==> src/rtl/pinaddr_i2c_slave.sv <==
module pinaddr_i2c_slave #(
  parameter int FILT = 3,
  parameter int AW = 2,
  parameter logic [AW-1:0] LAST = 2,
  parameter logic [4:0] PREFIX = 5'b01010
) (
  input  logic          clk,
  input  logic          rst_n,
  input  logic          ready,
  input  logic [1:0]    strap,
  input  logic          scl_i,
  input  logic          sda_i,
  output logic          sda_pull,
  output logic [AW-1:0] rd_addr,
  input  logic [7:0]    rd_data,
  output logic          wr_stb,
  output logic [AW-1:0] wr_addr,
  output logic [7:0]    wr_data,
  output logic          stop_stb
);
  localparam int CW = $clog2(FILT + 1);
  typedef enum logic [2:0] {S_IDLE, S_ID, S_ADDR, S_WDATA, S_TX} st_t;

  logic [1:0] m1, m2, flt, fq;
  logic [CW-1:0] cnt [2];

  always_ff @(posedge clk or negedge rst_n)
    if (!rst_n) begin
      m1 <= '1; m2 <= '1; flt <= '1; fq <= '1;
      cnt[0] <= '0; cnt[1] <= '0;
    end else begin
      m1 <= {scl_i, sda_i};
      m2 <= m1;
      fq <= flt;
      for (int i = 0; i < 2; i++)
        if (m2[i] == flt[i]) cnt[i] <= '0;
        else if (cnt[i] == CW'(FILT - 1)) begin
          flt[i] <= m2[i];
          cnt[i] <= '0;
        end else cnt[i] <= cnt[i] + 1'b1;
    end

  logic scl_f, sda_f, rise, fall, start, stop;
  assign scl_f = flt[1];
  assign sda_f = flt[0];
  assign rise  = scl_f & ~fq[1];
  assign fall  = ~scl_f & fq[1];
  assign start = scl_f & fq[1] & fq[0] & ~sda_f;
  assign stop  = scl_f & fq[1] & ~fq[0] & sda_f;

  st_t st;
  logic [3:0] bcnt;
  logic [7:0] sh;
  logic ackph, drv;
  logic [AW-1:0] addr;

  wire id_ok = sh[7:1] == {PREFIX, strap};
  wire [AW-1:0] nxt_addr = (addr == LAST) ? '0 : addr + 1'b1;

  assign sda_pull = drv;
  assign rd_addr  = addr;

  always_ff @(posedge clk or negedge rst_n)
    if (!rst_n) begin
      st <= S_IDLE; bcnt <= '0; sh <= '0; ackph <= 1'b0; drv <= 1'b0;
      addr <= '0; wr_stb <= 1'b0; wr_addr <= '0; wr_data <= '0; stop_stb <= 1'b0;
    end else begin
      wr_stb <= 1'b0;
      stop_stb <= 1'b0;
      if (!ready) begin
        st <= S_IDLE; ackph <= 1'b0; drv <= 1'b0;
      end else if (start) begin
        st <= S_ID; bcnt <= '0; ackph <= 1'b0; drv <= 1'b0;
      end else if (stop) begin
        st <= S_IDLE; ackph <= 1'b0; drv <= 1'b0; stop_stb <= 1'b1;
      end else if (rise) begin
        if (ackph) begin
          if (st == S_TX && !drv) begin
            if (sda_f) st <= S_IDLE;
            else addr <= nxt_addr;
          end
        end else if (st != S_IDLE && bcnt < 4'd8) begin
          sh <= {sh[6:0], sda_f};
          bcnt <= bcnt + 1'b1;
        end
      end else if (fall) begin
        if (ackph) begin
          ackph <= 1'b0;
          bcnt <= '0;
          if (st == S_TX) begin
            sh <= rd_data;
            drv <= ~rd_data[7];
          end else drv <= 1'b0;
        end else if (bcnt == 4'd8 && st != S_IDLE) begin
          ackph <= 1'b1;
          case (st)
            S_ID:
              if (id_ok) begin
                drv <= 1'b1;
                st <= sh[0] ? S_TX : S_ADDR;
              end else begin
                st <= S_IDLE;
                ackph <= 1'b0;
              end
            S_ADDR: begin
              drv <= 1'b1; addr <= sh[AW-1:0]; st <= S_WDATA;
            end
            S_WDATA: begin
              drv <= 1'b1; wr_stb <= 1'b1; wr_addr <= addr; wr_data <= sh; st <= S_IDLE;
            end
            default: drv <= 1'b0;
          endcase
        end else if (st == S_TX) drv <= ~sh[7];
      end
    end
endmodule


==> config.mk <==
export PLATFORM = sky130hd
export DESIGN_NAME = pinaddr_i2c_slave
export DESIGN_NICKNAME = d
export VERILOG_FILES = /design/src/rtl/pinaddr_i2c_slave.sv
export SDC_FILE = /design/constraint.sdc
export NUM_CORES = 1
export LEC_CHECK = 0
export CAP_MARGIN = 20
export CORE_MARGIN = 1
export CORE_UTILIZATION = 46
export CTS_CLUSTER_DIAMETER = 120
export DETAILED_ROUTE_END_ITERATION = 10
export GPL_TIMING_DRIVEN = 1
export PLACE_DENSITY = 0.66
export SKIP_CTS_REPAIR_TIMING = 1
export SLEW_MARGIN = 20
export SYNTH_ARGS = -nofsm -noshare
export SYNTH_HDL_FRONTEND = slang
export SYNTH_SLANG_ARGS = --single-unit
==> constraint.sdc <==
create_clock -name clk -period 3.6 [get_ports clk]
set_clock_uncertainty 0.15 [all_clocks]
set_input_delay 0.72 -clock clk [delete_from_list [all_inputs] [get_ports clk]]
set_output_delay 0.72 -clock clk [all_outputs]
set_load 0.1 [all_outputs]
==> summary.md <==
Run status
* run status: completed

Synthesis
* main flop type after synthesis: sky130_fd_sc_hd__dfrtp_1
* number of synthesized register bits: 43
* Mapped Area: 2220 µm²
* Mapped Nets: 207
* Seq/Total Area, Yosys: 48.9%
* number of flops mapped to enable cells by yosys: 0
* number of warnings issued by yosys: 0
* async set or reset register ratio after synthesis: 100%
* number of library cell types mapped by synthesis: 49
* Syn Inst Count: 187
* Synth Area per Inst: 11.9 µm²

Global routing
* final global-route overflow total: 0
* initial antenna violation count: 0
* GRT Total Usage: 18.6%
* number of global-route vias before repair: 1597
* wire length of the first global-routing pass: 7250 µm
* maximum number of pins on one net before global-route repair: 44

Power and ir drop
* Pwr per Cell Area: 576 nW/µm²
* reported net switching power: 0.544 mW
* register share of total power: 48.3%
* switching power as a share of total power: 36.0%
* Static Leakage: 1.19 nW
* Power Internal: 0.968 mW
* share of total power in the clock network: 21.0%
* combinational share of power: 30.6%
* maximum vdd ir drop: 0.341 mV

Final layout
* Final Cell Area: 2620 µm²
* most frequent standard cell in the layout excluding fill and tap cells: sky130_fd_sc_hd__dfrtp_1
* layout cell share with drive strength beyond 1: 20.6%
* count of non-filler cells in the finished layout: 270
* NumNets Final: 237
* Area growth syn-to-layout: 18.2%
* number of filler cells placed in the layout: 378
* antenna cells: 0
* commonest cells after routing, fill and taps aside: 35 x sky130_fd_sc_hd__dfrtp_1, 24 x sky130_fd_sc_hd__clkdlybuf4s50_1, 12 x sky130_fd_sc_hd__inv_1

Floorplanning
* horizontal extent of the die: 71.5 µm
* overall die area: 5110 µm²
* num ports: 30
* placeable core region: 4500 µm²
* effective utilization at floorplan: 49.3%
* Site Rows: 24
* y dimension of the die: 71.5 µm

Clock tree
* clock tree from TritonCTS: done
* number of clock buffers inserted by TritonCTS: 5
* library cell used as clock root buffer: sky130_fd_sc_hd__clkbuf_8
* Bufs on Longest Clock Path: 2
* clock insertion delay at the later pin of the skew report: 0.30 ns
* number of levels in the clock H-tree: 2
* clock sink total: 43
* CTS clock-pin slew for the worst setup and hold paths: 0.09 ns

Critical path
* largest fanout of any net on the critical path: 2
* Crit path buffers/inverters: 1
* logic depth of the worst path, buffers included: 1
* critical path launch point type: flop
* number of cell instances on the worst register-to-register path: 6
* class of the most critical setup path: flop to output port
* CP top delay family: buffers and inverters
* Slowest-stage cell, CP: sky130_fd_sc_hd__clkdlybuf4s50_1
* arrival time at the worst endpoint: 1.82 ns
* series of cell instances along the critical path: clkdlybuf4s50_1
* Critical Path Sink Type: output port
* CP peak stage delay: 1.14 ns
* CP Data Required Time: 2.73 ns

Min path
* count of cells along the worst hold path: 0
* worst min path class: flop to flop

Placement
* worst slack at placement: 0.687 ns
* post-placement cell area: 2530 µm²
* post-detailed-placement half-perimeter wirelength: 2980 µm
* gp weighted congestion: 0.867
* # port buffers: 29
* Cells after DPL: 262

Timing
* Slew Limit Fails: 0
* final setup margin: 0.912 ns
* RSZ-0062 raised after global routing: no
* post-route setup TNS: 0 ns
* Slew Limit Headroom: 34.9%
* post-layout min period: 2.69 ns
* maximum clock frequency: 372 MHz
* setup violators final: 0
* final hold violation count: 0
* Slew @ Worst Pin: 0.974 ns
* final clock period utilization by the worst path: 74.7%

Job
* number of max-capacitance violations reported: 0

Route
* via count of the routed design: 1558
* Wirelength per Cell: 15.9 µm
* detailed-route vias per instance: 5.77
* initial DRC count: 198
* antenna viol nets, final: 0
* Total Routed Length: 4290 µm
* remaining routing DRC violations: 0
* number of optimization iterations in the first detailed-route pass: 4

path summary, 6_finish.rpt:
| check | startpoint | to | slack, ns |
|---|---|---|---|
| worst max register to register | fq[1] | wr_data[2] | 0.93 |
| worst min-delay path | m1[1] | m2[1] | 0.21 |
| max in group asynchronous | rst_n | bcnt[1] | 2.31 |
| worst min register to register | m1[1] | m2[1] | 0.21 |
| worst max-delay path | wr_data[6] | wr_data[6] | 0.91 |
| min in group asynchronous | rst_n | wr_addr[0] | 0.42 |
synthesized netlist by cell type, types with 2 or more instances:
cell	instances	area, µm²
sky130_fd_sc_hd__a211o_1	2	17.5
sky130_fd_sc_hd__a211oi_1	2	15.0
sky130_fd_sc_hd__a21oi_1	2	10.0
sky130_fd_sc_hd__a311oi_1	2	17.5
sky130_fd_sc_hd__buf_2	2	10.0
sky130_fd_sc_hd__clkbuf_1	3	11.3
sky130_fd_sc_hd__dfrtp_1	35	876
sky130_fd_sc_hd__dfstp_2	8	210
sky130_fd_sc_hd__ha_1	5	62.6
sky130_fd_sc_hd__inv_1	12	45.0
sky130_fd_sc_hd__mux2_1	9	101
sky130_fd_sc_hd__mux2_2	9	101
sky130_fd_sc_hd__mux2_4	10	150
sky130_fd_sc_hd__mux2i_1	7	70.1
sky130_fd_sc_hd__nand2_1	8	30.0
sky130_fd_sc_hd__nand2b_1	3	18.8
sky130_fd_sc_hd__nand3_1	7	35.0
sky130_fd_sc_hd__nand3b_1	2	15.0
sky130_fd_sc_hd__nor2_1	9	33.8
sky130_fd_sc_hd__nor2b_1	4	25.0
sky130_fd_sc_hd__nor3_1	4	20.0
sky130_fd_sc_hd__nor3b_1	3	22.5
sky130_fd_sc_hd__nor4_1	4	25.0
sky130_fd_sc_hd__nor4b_1	2	17.5
sky130_fd_sc_hd__o211ai_1	2	15.0
sky130_fd_sc_hd__o21a_1	2	15.0
sky130_fd_sc_hd__o22ai_1	2	12.5
sky130_fd_sc_hd__or3_1	3	18.8
sky130_fd_sc_hd__xnor2_1	3	26.3
sky130_fd_sc_hd__xor2_1	2	17.5
metrics by stage:
step	hold WS, ns	util (%)	total power [mW]
after floorplan	0.195	-	1.07
after global placement	0.196	56.2	1.18
after detailed placement	0.199	56.2	1.20
after CTS	0.212	58.3	1.52
after global routing	0.218	58.3	1.61
final	0.210	58.3	1.51
layer usage:
layer | GRT usage, % | share of wire (%)
met5 | 0 | 0
met3 | 4.50 | 5.1
met4 | 6.97 | 1.4
met2 | 30.1 | 47
met1 | 24.4 | 47
layout make-up:
cell class                 count  area, µm²  area share, %
timing repair buffer          30        283           10.8
clock inverter                 3       23.8          0.906
tap                           52       65.1           2.48
clock buffer                   5       68.8           2.62
sequential                    43       1090           41.4
inverter                      12       45.0           1.72
multi-input combinational    125       1050           40.1
sequential cells by signal, summed over array words and instances, names as in the netlist, 3 cells and up:
register and flops:
st 3, sh 8, wr_data 8, cnt 4, bcnt 4
power groups by stage:
stage | sequential (mW) | clock, mW | combinational (mW)
detailed placement | 0.742 | 0 | 0.462
CTS | 0.733 | 0.325 | 0.464
global placement | 0.733 | 0 | 0.446
global route | 0.750 | 0.344 | 0.517
floorplan | 0.706 | 0 | 0.363
finish | 0.731 | 0.318 | 0.463
logic make-up (layout without fill, tap and decap cells):
kind of cell,after synthesis,count (layout),synth area share (%)
xor+xnor,5,5,1.97
simple gates,58,58,16.2
flops,43,43,48.9
compound gates,22,22,7.33
buf+inv,19,50,3.66
fa+ha+maj,5,5,2.82
mux,35,35,19.1
No activity file was read; power rests on OpenSTA's default activity.
